**src/rtl/cap_pkg.sv**
```systemverilog
package cap_pkg;
  typedef enum logic {ST_IDLE = 1'b0, ST_CAPT = 1'b1} cap_state_e;

  function automatic int unsigned max_u(input int unsigned a, input int unsigned b);
    return (a > b) ? a : b;
  endfunction
endpackage

```
**src/rtl/trig_detect.sv**
```systemverilog
module trig_detect #(
  parameter int SMP_W = 8
) (
  input  logic [SMP_W-1:0] rise_i,
  input  logic [SMP_W-1:0] fall_i,
  input  logic [SMP_W-1:0] thr_i,
  output logic             hit_o,
  output logic             lane_o
);
  logic r_hit, f_hit;
  assign r_hit  = (rise_i >= thr_i);
  assign f_hit  = (fall_i >= thr_i);
  assign hit_o  = r_hit | f_hit;
  // 0: rising lane crossed (earlier in time), 1: only falling lane
  assign lane_o = ~r_hit;
endmodule

```
**src/rtl/delay_line.sv**
```systemverilog
module delay_line #(
  parameter int W      = 16,
  parameter int STAGES = 5
) (
  input  logic         clk_i,
  input  logic         rst_ni,
  input  logic [W-1:0] d_i,
  output logic [W-1:0] q_o
);
  for (genvar g = 0; g < STAGES; g++) begin : g_stg
    logic [W-1:0] q;
    if (g == 0) begin : g_head
      always_ff @(posedge clk_i or negedge rst_ni) begin
        if (!rst_ni) q <= '0;
        else         q <= d_i;
      end
    end else begin : g_body
      always_ff @(posedge clk_i or negedge rst_ni) begin
        if (!rst_ni) q <= '0;
        else         q <= g_stg[g-1].q;
      end
    end
  end
  assign q_o = g_stg[STAGES-1].q;
endmodule

```
**src/rtl/commit_fifo.sv**
```systemverilog
module commit_fifo #(
  parameter int W     = 18,
  parameter int DEPTH = 32
) (
  input  logic         clk_i,
  input  logic         rst_ni,
  input  logic         wr_i,
  input  logic [W-1:0] wr_data_i,
  input  logic         commit_i,
  input  logic         rewind_i,
  output logic         full_o,
  input  logic         rd_i,
  output logic [W-1:0] rd_data_o,
  output logic         empty_o
);
  localparam int AW = $clog2(DEPTH);
  localparam logic [AW:0] DEPTH_P = (AW+1)'(DEPTH);

  logic [W-1:0] mem_q [DEPTH];
  logic [AW:0]  spec_q, cmt_q, rd_q, spec_nx;
  logic [AW:0]  spec_occ, cmt_occ;

  assign spec_occ  = spec_q - rd_q;
  assign cmt_occ   = cmt_q - rd_q;
  assign full_o    = (spec_occ == DEPTH_P);
  assign empty_o   = (cmt_q == rd_q);
  assign rd_data_o = mem_q[rd_q[AW-1:0]];
  assign spec_nx   = spec_q + (AW+1)'(wr_i);

  always_ff @(posedge clk_i) begin
    if (wr_i) mem_q[spec_q[AW-1:0]] <= wr_data_i;
  end

  always_ff @(posedge clk_i or negedge rst_ni) begin
    if (!rst_ni) begin
      spec_q <= '0;
      cmt_q  <= '0;
      rd_q   <= '0;
    end else begin
      if (rewind_i)      spec_q <= cmt_q;
      else               spec_q <= spec_nx;
      if (commit_i)      cmt_q  <= spec_nx;
      if (rd_i && !empty_o) rd_q <= rd_q + 1'b1;
    end
  end

  AST_NO_WRITE_WHEN_FULL: assert property (@(posedge clk_i) disable iff (!rst_ni)
    wr_i |-> !full_o);
  AST_OCC_ORDER: assert property (@(posedge clk_i) disable iff (!rst_ni)
    (cmt_occ <= spec_occ) && (spec_occ <= DEPTH_P));
  AST_EMPTY_READ_HOLD: assert property (@(posedge clk_i) disable iff (!rst_ni)
    (rd_i && empty_o) |=> $stable(rd_q));
endmodule

```
**src/rtl/pulse_capture.sv**
```systemverilog
module pulse_capture
  import cap_pkg::*;
#(
  parameter int SMP_W      = 8,
  parameter int TIME_W     = 16,
  parameter int PRE        = 4,
  parameter int POST       = 8,
  parameter int FIFO_DEPTH = 32,
  parameter int DROP_W     = 8,
  localparam int WORD_W    = 1 + max_u(TIME_W + 1, 2 * SMP_W)
) (
  input  logic              clk_i,
  input  logic              rst_ni,
  input  logic [SMP_W-1:0]  rise_smp_i,
  input  logic [SMP_W-1:0]  fall_smp_i,
  input  logic [SMP_W-1:0]  thresh_i,
  input  logic [TIME_W-1:0] time_i,
  input  logic              rd_en_i,
  output logic [WORD_W-1:0] rd_data_o,
  output logic              rd_empty_o,
  output logic              ovf_o,
  output logic [DROP_W-1:0] drop_cnt_o
);
  localparam int PAIR_W = 2 * SMP_W;
  localparam int WIN    = PRE + 1 + POST;
  localparam int CNT_W  = $clog2(WIN + 1);
  localparam logic [CNT_W-1:0] WIN_C = CNT_W'(WIN);

  logic              hit, lane;
  logic [PAIR_W-1:0] dly_pair;
  logic              fifo_full, fifo_empty;
  logic              wr, commit, rewind;
  logic [WORD_W-1:0] wdata, hdr_word, smp_word;

  cap_state_e        state_q, state_d;
  logic [CNT_W-1:0]  cnt_q, cnt_d;
  logic              drop_q, drop_d;
  logic              ovf_q;
  logic [DROP_W-1:0] drop_cnt_q;

  trig_detect #(.SMP_W(SMP_W)) u_trig (
    .rise_i (rise_smp_i),
    .fall_i (fall_smp_i),
    .thr_i  (thresh_i),
    .hit_o  (hit),
    .lane_o (lane)
  );

  // PRE+1 stages: the header cycle lets the delayed stream start PRE pairs back
  delay_line #(.W(PAIR_W), .STAGES(PRE + 1)) u_hist (
    .clk_i  (clk_i),
    .rst_ni (rst_ni),
    .d_i    ({rise_smp_i, fall_smp_i}),
    .q_o    (dly_pair)
  );

  commit_fifo #(.W(WORD_W), .DEPTH(FIFO_DEPTH)) u_fifo (
    .clk_i     (clk_i),
    .rst_ni    (rst_ni),
    .wr_i      (wr),
    .wr_data_i (wdata),
    .commit_i  (commit),
    .rewind_i  (rewind),
    .full_o    (fifo_full),
    .rd_i      (rd_en_i),
    .rd_data_o (rd_data_o),
    .empty_o   (fifo_empty)
  );

  always_comb begin
    hdr_word                = '0;
    hdr_word[WORD_W-1]      = 1'b1;
    hdr_word[TIME_W:0]      = {time_i, lane};
    smp_word                = '0;
    smp_word[PAIR_W-1:0]    = dly_pair;
  end

  always_comb begin
    state_d = state_q;
    cnt_d   = cnt_q;
    drop_d  = drop_q;
    wr      = 1'b0;
    commit  = 1'b0;
    rewind  = 1'b0;
    wdata   = smp_word;
    unique case (state_q)
      ST_IDLE: begin
        wdata = hdr_word;
        if (hit) begin
          state_d = ST_CAPT;
          cnt_d   = WIN_C;
          if (fifo_full) drop_d = 1'b1;
          else           wr     = 1'b1;
        end
      end
      ST_CAPT: begin
        if (!drop_q) begin
          if (fifo_full) drop_d = 1'b1;
          else           wr     = 1'b1;
        end
        cnt_d = hit ? WIN_C : cnt_q - 1'b1;
        if (cnt_d == '0) begin
          state_d = ST_IDLE;
          drop_d  = 1'b0;
          if (drop_q || (!drop_q && fifo_full)) rewind = 1'b1;
          else                                  commit = 1'b1;
        end
      end
      default: state_d = ST_IDLE;
    endcase
  end

  always_ff @(posedge clk_i or negedge rst_ni) begin
    if (!rst_ni) begin
      state_q    <= ST_IDLE;
      cnt_q      <= '0;
      drop_q     <= 1'b0;
      ovf_q      <= 1'b0;
      drop_cnt_q <= '0;
    end else begin
      state_q <= state_d;
      cnt_q   <= cnt_d;
      drop_q  <= drop_d;
      if (rewind) begin
        ovf_q      <= 1'b1;
        drop_cnt_q <= drop_cnt_q + 1'b1;
      end
    end
  end

  assign rd_empty_o = fifo_empty;
  assign ovf_o      = ovf_q;
  assign drop_cnt_o = drop_cnt_q;

  AST_OVF_STICKY: assert property (@(posedge clk_i) disable iff (!rst_ni)
    ovf_q |=> ovf_q);
  AST_DROP_FLAGS: assert property (@(posedge clk_i) disable iff (!rst_ni)
    !$stable(drop_cnt_q) |-> ovf_q);
  AST_EMPTY_AT_START: assert property (@(posedge clk_i) disable iff (!rst_ni)
    (state_q == ST_IDLE && hit && fifo_empty) |=> fifo_empty);
  AST_CNT_BOUND: assert property (@(posedge clk_i) disable iff (!rst_ni)
    cnt_q <= WIN_C);
  AST_IDLE_NO_DROP: assert property (@(posedge clk_i) disable iff (!rst_ni)
    (state_q == ST_IDLE) |-> !drop_q);
endmodule

```
**config.mk**
```make
export PLATFORM = sky130hd
export DESIGN_NAME = pulse_capture
export DESIGN_NICKNAME = d
export VERILOG_FILES = /design/src/rtl/cap_pkg.sv /design/src/rtl/trig_detect.sv /design/src/rtl/delay_line.sv /design/src/rtl/commit_fifo.sv /design/src/rtl/pulse_capture.sv
export SDC_FILE = /design/constraint.sdc
export NUM_CORES = 1
export LEC_CHECK = 0
export CAP_MARGIN = 20
export CORE_MARGIN = 2
export CORE_UTILIZATION = 34
export DETAILED_ROUTE_END_ITERATION = 6
export GPL_ROUTABILITY_DRIVEN = 0
export PLACE_DENSITY = 0.49
export SKIP_LAST_GASP = 1
export SLEW_MARGIN = 20
export SYNTH_ARGS = -nofsm -noshare
export SYNTH_HDL_FRONTEND = slang
export SYNTH_SLANG_ARGS = --single-unit
export TNS_END_PERCENT = 30
```
**constraint.sdc**
```tcl
create_clock -name clk_i -period 4.35 [get_ports clk_i]
set_input_delay 0.87 -clock clk_i [delete_from_list [all_inputs] [get_ports clk_i]]
set_output_delay 0.87 -clock clk_i [all_outputs]
set_load 0.05 [all_outputs]
```
* After elaboration in Yosys (flattened, before gate mapping) *
Memories as Yosys holds them, arrays and structs flattened.
Index checks and enable logic that the tools add are counted.

cells by class
  muxes and demuxes = 26
  equal/unequal tests = 4
  magnitude comparators = 2
  add/sub/neg operators = 5
  reductions and logical operators = 7
  bitwise logic cells = 3

operator list
  operator               number
  $mux W1                18
  $mux W18               1
  $ge A8 B8 Y1           2
  $add A8 B1 Y8 const B  1
  $mux W4                2
  $pmux W4 S2            1
  $add A6 B1 Y6          1
  $add A6 B1 Y6 const B  1
  $eq A6 B6 Y1           1
  $eq A6 B6 Y1 const B   1
  $mux W6                1
  $pmux W1 S2            3
  $sub A6 B6 Y6          1
  $logic_not A4 Y1       1
  $ne A2 B2 Y1 const B   2
  $sub A4 B1 Y4 const B  1
  $logic_and A1 B1 Y1    2
  $logic_not A1 Y1       2
  $not A1 Y1             2
  $reduce_and A2 Y1      1
  $logic_or A1 B1 Y1     1
  $or A1 B1 Y1           1

storage, ports and cells
  word-level logic and storage cells = 61
  register bits after elaboration = 113
  memories = 1
  output and inout bits = 28
  memory bits (writable) = 576

memories
  memory        words  width  read ports  clocked after memory_dff  write ports  line               source
  u_fifo.mem_q  32     18     1           0                         1            commit_fifo.sv:19  logic [W-1:0] mem_q [DEPTH];

* Logic depth before layout (Yosys ltp) *
Gate-level depths: netlist of the first run.

  depth after elaboration = 8
  gate-level depth with buffers = 15
  mapped depth without buffers = 13

* By module *
A second synthesis of the first run with hierarchy kept.

unflattened totals
  cell total of the unflattened synthesis = 1,330
  area total of the unflattened synthesis = 26,399.1 um^2

modules (own cells, without submodules)
  module         area an instance (um^2)  instances  cells an instance  sequential area each (um^2)
  commit_fifo    23,104.7                 1          1,125              17,747.0
  delay_line     2,001.9                  1          80                 2,001.9
  pulse_capture  912.1                    1          80                 375.4
  trig_detect    380.4                    1          45                 0.0

* Worst setup path after synthesis of the first run *
OpenSTA, ideal clock, no wires.

  kind = reg-to-reg
  start point = register u_fifo.rd_q[2]
  end point = memory u_fifo.mem_q[21][0], enable pin
  period minus slack after synthesis = 3.928 ns
  arrival time = 3.512 ns
  cell stages (with the launch flop) = 11
  path buffers = 3
  data required time = 3.934 ns
  slack = 0.422 ns
  cells stage by stage = dfrtp_1 clkbuf_1 inv_2 buf_2 ha_1 o211ai_1 o41a_1 or4_1 o211ai_2 buf_2 nor3_1

between the ends
  word-level cells in the longest chain between the ends = 7
  elaborated cells on any way between the ends = 8

ends and longest elaborated chain
  item                               line                                      source
  from (decl)                        commit_fifo.sv:20                         logic [AW:0] spec_q, cmt_q, rd_q, spec_nx;
  from (signal assigned)             commit_fifo.sv:43                         if (rd_i && !empty_o) rd_q <= rd_q + 1'b1;
  $sub A6 B6 Y6 (*)                  commit_fifo.sv:23                         assign spec_occ = spec_q - rd_q;
  $eq A6 B6 Y1 (*)                   commit_fifo.sv:25                         assign full_o = (spec_occ == DEPTH_P);
  $mux W1 (*)                        pulse_capture.sv:92, pulse_capture.sv:98
  $mux W1 (on tied branches)         pulse_capture.sv:97, pulse_capture.sv:89
  $pmux W1 S2 (*)                    pulse_capture.sv:86                       unique case (state_q)
  $mux W1 (*)                        commit_fifo.sv:31                         if (wr_i) mem_q[spec_q[AW-1:0]] <= wr_data_i;
  $mux W1 (not written as such) (*)  commit_fifo.sv:31
  to (decl)                          commit_fifo.sv:19

Mark *: on every way between the ends. The rest lies on a longest branch, timed or not.

* Worst setup path in the final report of the first run *
  start point = register u_fifo.rd_q[1]
  end point = output port rd_data_o[12]

between the ends
  word-level cells in the longest chain between the ends = 1

ends and longest elaborated chain
  item             line                 source
  $mem_v2 Z32 W18  --
  to (decl)        pulse_capture.sv:19  output logic [WORD_W-1:0] rd_data_o,

No other way between the ends.

==> results.tsv, run 1 <==
metric	value	unit
status	complete, no violations	
netlist_area	26380	um^2
wirelength	62140	um
clock_skew	0.03042	ns
cts.sinks	689	
worst-path-buf-inv	3	
drt-pass1-iter-count	5	
drtIter0Drc	1091	
finalHoldViolCount	0	
drv_slew	0	
grt_overflow	0	
hp-class	reg2reg	
dieArea	79820	um^2
grt_first_pass_wirelength	90290	um
ctsHtreeMaxLevel	3	
cp_max_fo	42	
nNetsFinal	1436	
power_density	611.4	nW/um^2
final_util	40.52	%
tightestPinTransition	0.9433	ns
multi_input_area	6031	um^2
fmax	239.3	MHz
synthMuxAreaShare	16.57	%
cp-start-kind	flip-flop	
setup_viol	0	
synth-seq-cells	689	
synth_cells	1210	
start_util	34.22	%
post_cts_resize_count	0	
final_common_cell	edfxtp_1	
critPathCaptureType	output pin	
via_count	12213	
antenna_found_initial	1	
worstSkewPairLatency	0.62	ns
synthSimpleGateAreaFrac	2.766	%
core	77080	um^2
numCtsBuffers	76	
grt_max_degree	71	
n_antenna_cell	0	
cp.required	3.48	ns
clock_path_buffers	3	
whs	0.3419	ns
setup_tns	0	ns
die_height	282.5	um
period_share	96.08	%
yosys_warnings	0	
final-seq-area	20130	um^2
crit_type	reg2out	
slowest_stage	dfrtp_4	
drc	0	
ir_worst_vdd	0.3422	mV
synth_top_family_by_area	multiplexers	
path_cells	buf_12, buf_12, mux4_2, mux4_2, nand2_1, nand2_1, buf_4	
hold_buffers	0	
first_global_vias	12797	
p_leak	10.42	nW
wl_per_cell	25.21	um
syn-mean-instance-area	21.80	um^2
cts-root-buf	clkbuf_16	
min_period	4.179	ns
crit_family	flip-flops	
die_x	282.5	um
clk_pin_slew_worst_paths	0.06	ns
dp_hpwl	39010	um
netlist-cell-type-count	47	
synth_fa_ha_area_share	1.233	%
slew_headroom	37.12	%
synth-compound-area-share	0.6641	%
synthXorXnorAreaFrac	0.9630	%
grt.total_usage	15.98	%
ant_nets	0	
cts_tree	done	
area_delta_synth_final	18.43	%
ys_seq_area_share	76.30	%
cp_slowest_stage_delay	0.90	ns
io_pins	71	
post_cts_buffers	0	
rsz0062_at_grt	false	
cap_viol_max_count	0	
drive_above_1_share	31.16	%
vias_per_cell	4.955	
core.rowCount	102	
arrival	3.31	ns
final_cell_mix	edfxtp_1 (576), mux4_2 (180), dfrtp_1 (110)	
io_buffer_count	70	
syn_nets	1279	
n_fill_cell	6915	
==> synth_stat cells, drive strengths merged <==
cell,count,area (um^2)
and3,3,18.77
mux2,28,315.3
o21a,1,7.510
xnor2,18,157.7
or3,1,6.260
a21o,2,15.01
nor2,7,26.28
edfxtp,576,17300
nor4,5,37.53
or2,2,12.51
clkbuf,21,78.83
or3b,1,8.760
ha,26,325.3
a21oi,3,15.01
o21ai,6,30.02
and2,2,12.51
mux4,180,4054
nor3,34,170.2
nand3b,3,22.52
dfrtp,113,2828
a2111oi,1,15.01
o41ai,1,8.760
xor2,11,96.34
inv,23,86.34
nand4,6,52.55
o41a,1,11.26
nand2b,1,6.260
nand3,6,30.03
or4,1,7.510
buf,39,232.7
a221o,1,10.01
nor2b,5,31.28
and4,1,8.760
nand2,74,277.8
a211oi,3,27.52
a22oi,1,7.510
o211ai,3,27.52
==> final cells by class <==
type	count	share of cell area, %
clock buffers	95	6.513
clock inverters	41	1.210
inverters	23	0.2764
multi-input cells	438	19.31
flip-flops and latches	689	64.46
well taps	1040	4.166
repair buffers	139	4.070
==> report_power, final <==
part | total (mW) | internal [mW] | switching, mW
logic | 5.47 | 2.31 | 3.17
clock network | 6.18 | 3.58 | 2.60
registers | 7.45 | 7.26 | 0.181
total | 19.1 | 13.2 | 5.94
==> state kept, by name (all words and copies together), names as in the netlist <==
register,count
ovf_o,1
u_fifo.mem_q,576
drop_cnt_o,8
cnt_q,4
state_q,1
u_hist.g_stg.q,64
u_fifo.cmt_q,6
u_fifo.rd_q,6
u_hist.q_o,16
drop_q,1
u_fifo.spec_q,6
==> path summary, 6_finish.rpt <==
path | startpoint | depth (start not counted) | to | slack, ns
worst max-delay path | u_fifo.rd_q[1] | 7 | rd_data_o[12] | 0.17
worst min register to register | u_hist.g_stg[0].q[6] | 0 | u_hist.g_stg[1].q[6] | 0.34
max in group asynchronous | rst_ni | 2 | u_hist.g_stg[2].q[3] | 3.22
min in group asynchronous | rst_ni | 1 | drop_cnt_o[0] | 0.39
worst max register to register | u_fifo.rd_q[1] | 12 | u_fifo.cmt_q[4] | 0.83
worst min-delay path | u_hist.g_stg[0].q[6] | 0 | u_hist.g_stg[1].q[6] | 0.34
==> routing by layer <==
layer	track usage, %	up-vias	part of all wire, %
li1	-	5246	-
met1	21.51	6566	44
met2	26.23	313	49
met3	3.519	86	5.0
met4	4.355	2	2.2
met5	0	-	0.021
==> cell families (layout without fill, tap and decap cells) <==
| kind of cell | Yosys count | after routing |
|---|---|---|
| AOI/OAI and AO/OA | 23 | 23 |
| xor gates and xnor gates | 29 | 29 |
| adders and majority gates | 26 | 26 |
| buffers and inverters | 83 | 298 |
| DFF | 689 | 689 |
| muxes | 208 | 208 |
| and+or+nand+nor | 152 | 152 |
==> metrics by stage <==
step,total power [mW],setup WS [ns],std cells,cell area [um^2]
2_1_floorplan,11.24,0.4221,1210,26380
3_3_place_gp,13.19,0.3549,2329,28820
3_5_place_dp,13.20,0.3147,2329,28820
4_1_cts,19.43,0.09816,2465,31240
5_1_grt,19.89,0.04207,2465,31240
6_report,19.10,0.1707,2465,31240
(Power assumes the default switching activity.)
==> run 2: changes to the inputs <==
--- a/config.mk
+++ b/config.mk
@@ -11,4 +11,5 @@
 export DETAILED_ROUTE_END_ITERATION = 6
 export GPL_ROUTABILITY_DRIVEN = 0
+export GPL_TIMING_DRIVEN = 0
 export PLACE_DENSITY = 0.49
 export SKIP_LAST_GASP = 1
==> constraint.sdc (replaced) <==
create_clock -name clk_i -period 4.35 [get_ports clk_i]
set_input_delay 1.305 -clock clk_i [delete_from_list [all_inputs] [get_ports clk_i]]
set_output_delay 1.305 -clock clk_i [all_outputs]
set_load 0.05 [all_outputs]
==> run 2 against run 1 <==
Effect of this change:
- the run now ends with negative setup slack left
- combinational power up 28%
- flip-flop and latch count unchanged
- die area unchanged
- maximum frequency down 4.4%
- clock power down 3%
- register-to-register slack worse by 0.58 ns
- non-clock buffer count up 81
- worst setup slack worse by 0.19 ns
- worst hold slack worse by 0.0024 ns
- routed wire length up 6.4%
- critical path depth up 2
- critical endpoint is now rd_data_o[11]
==> results.tsv, run 2 (same netlist as run 1, synthesis figures left out) <==
metric	value	unit
grt_first_pass_wirelength	95070	um
finalHoldViolCount	0	
placedCellCount	2392	
antenna_found_initial	8	
clk_pin_slew_worst_paths	0.06	ns
clock_skew	0.02626	ns
core	77080	um^2
crit_type	reg2out	
dp_slack	-0.8462	ns
multi_input_area	6185	um^2
final_util	41.90	%
drt-pass1-iter-count	5	
worstSkewPairLatency	0.62	ns
hp-class	reg2reg	
via_count	12766	
ctsHtreeMaxLevel	3	
area_delta_synth_final	22.46	%
numCtsBuffers	74	
grt_max_degree	84	
grt_overflow	0	
rr_startpoint	u_fifo.rd_q[3]	
nNetsFinal	1515	
io_pins	71	
r2r_end	u_fifo.cmt_q[4]	
final_common_cell	edfxtp_1	
rsz0062_at_grt	true	
largest_reg_flops	576	
fin_cells	2541	
critPathCaptureType	output pin	
die_height	282.5	um
cts-root-buf	clkbuf_16	
min_period	4.373	ns
clock_path_buffers	3	
start_util	34.22	%
drive_above_1_share	36.05	%
first_global_vias	13148	
violations	negative setup slack	
cp_max_fo	6	
fin_ws	-0.02257	ns
arrival	3.07	ns
io_buffer_count	70	
vias_per_cell	5.024	
setup.worst_path.start	u_fifo.rd_q[0]	
p_leak	10.94	nW
cp-endpoint	rd_data_o[11]	
drtIter0Drc	1326	
fin_area	32300	um^2
final_cell_mix	edfxtp_1 (576), mux4_2 (180), dfrtp_1 (113)	
dp_hpwl	44670	um
grt.total_usage	16.92	%
power_density	629.3	nW/um^2
slew_headroom	42.23	%
cap_viol_max_count	0	
ir_worst_vdd	0.2879	mV
wl_per_cell	26.01	um
whs	0.3395	ns
cts_tree	done	
final-seq-area	20120	um^2
drc	0	
cp-start-kind	flip-flop	
wirelength	66090	um
die_x	282.5	um
cts.sinks	689	
status	finished, violations left	
core.rowCount	102	
placed_area	29140	um^2
drv_slew	0	
n_fill_cell	6757	
reg2reg_depth	13	
fmax	228.7	MHz
setup_viol	6	
dieArea	79820	um^2
ant_nets	0	
worst-r2r-setup-slack	0.25	ns
period_share	100.5	%
cp.required	3.04	ns
tightestPinTransition	0.8666	ns
## run 2: changes by cell type in the layout (fill, tap and decap cells not counted), moves of 8 or more
cell | previous run | this run
nand2_4 | 0 | 8
clkbuf_1 | 14 | 24
nand2_2 | 0 | 25
buf_16 | 0 | 8
buf_6 | 0 | 24
clkbuf_4 | 0 | 14
nand2_1 | 74 | 41
buf_8 | 0 | 12
## run 2: power breakdown
| part | switching [mW] | internal [mW] |
|---|---|---|
| sequential | 0.0664 | 7.26 |
| clock | 2.50 | 3.52 |
| combinational | 3.84 | 3.14 |
| total | 6.41 | 13.9 |
## run 2: timing repair
action / CTS / global route
resized for setup: 237 / 55
hold endpoints to repair: 0 / 0
setup endpoints to repair: 417 / 70
setup buffers: 7 / 5
pin swaps: 2 / 16
hold buffers: 0 / 0
cloned: 4 / 5
## run 2: stage by stage
step           setup TNS (ns)  total power [mW]
6_report             -0.06824             20.33
5_1_grt               -0.9577             21.08
4_1_cts               -0.9362             20.11
3_5_place_dp          -200.22             13.41
3_3_place_gp         -1463.79             13.34
2_1_floorplan               0             11.24
## run 2: metal layers
metal | up-vias | GRT usage, % | share of wire (%)
met4 | 4 | 4.355 | 2.1
li1 | 5418 | - | -
met1 | 6816 | 24.46 | 45
met2 | 438 | 25.89 | 46
met5 | - | 0 | 0.045
met3 | 90 | 3.874 | 7.4
## run 2: how the worst min path moves through the flow
stage	depth (start not counted)	to	slack [ns]	start
floorplan	0	u_hist.g_stg[1].q[0]	0.33	u_hist.g_stg[0].q[0]
CTS	0	u_hist.g_stg[2].q[6]	0.34	u_hist.g_stg[1].q[6]
detailed placement	0	u_hist.g_stg[1].q[14]	0.33	u_hist.g_stg[0].q[14]
global route	0	u_hist.g_stg[3].q[4]	0.34	u_hist.g_stg[2].q[4]
global placement	0	u_hist.g_stg[1].q[13]	0.33	u_hist.g_stg[0].q[13]
finish	0	u_hist.g_stg[3].q[0]	0.34	u_hist.g_stg[2].q[0]
## run 2: worst max-delay path, stage by stage (launching register included)
cell	delay [ns]
dfrtp_1	0.38
buf_6	0.15
buf_12	0.13
buf_16	0.16
clkbuf_16	0.17
mux4_2	0.58
mux4_2	0.53
nand2_2	0.10
nand2_2	0.10
buf_6	0.17
## run 2: cell type report
cell class,count,area share (%)
Antenna cell,3,0.02324
Buffer,59,1.906
Clock buffer,98,6.171
Clock inverter,30,0.9181
Inverter,23,0.2867
Multi-Input combinational cell,438,19.15
Sequential cell,689,62.31
Tap cell,1040,4.029
Timing Repair Buffer,161,5.210
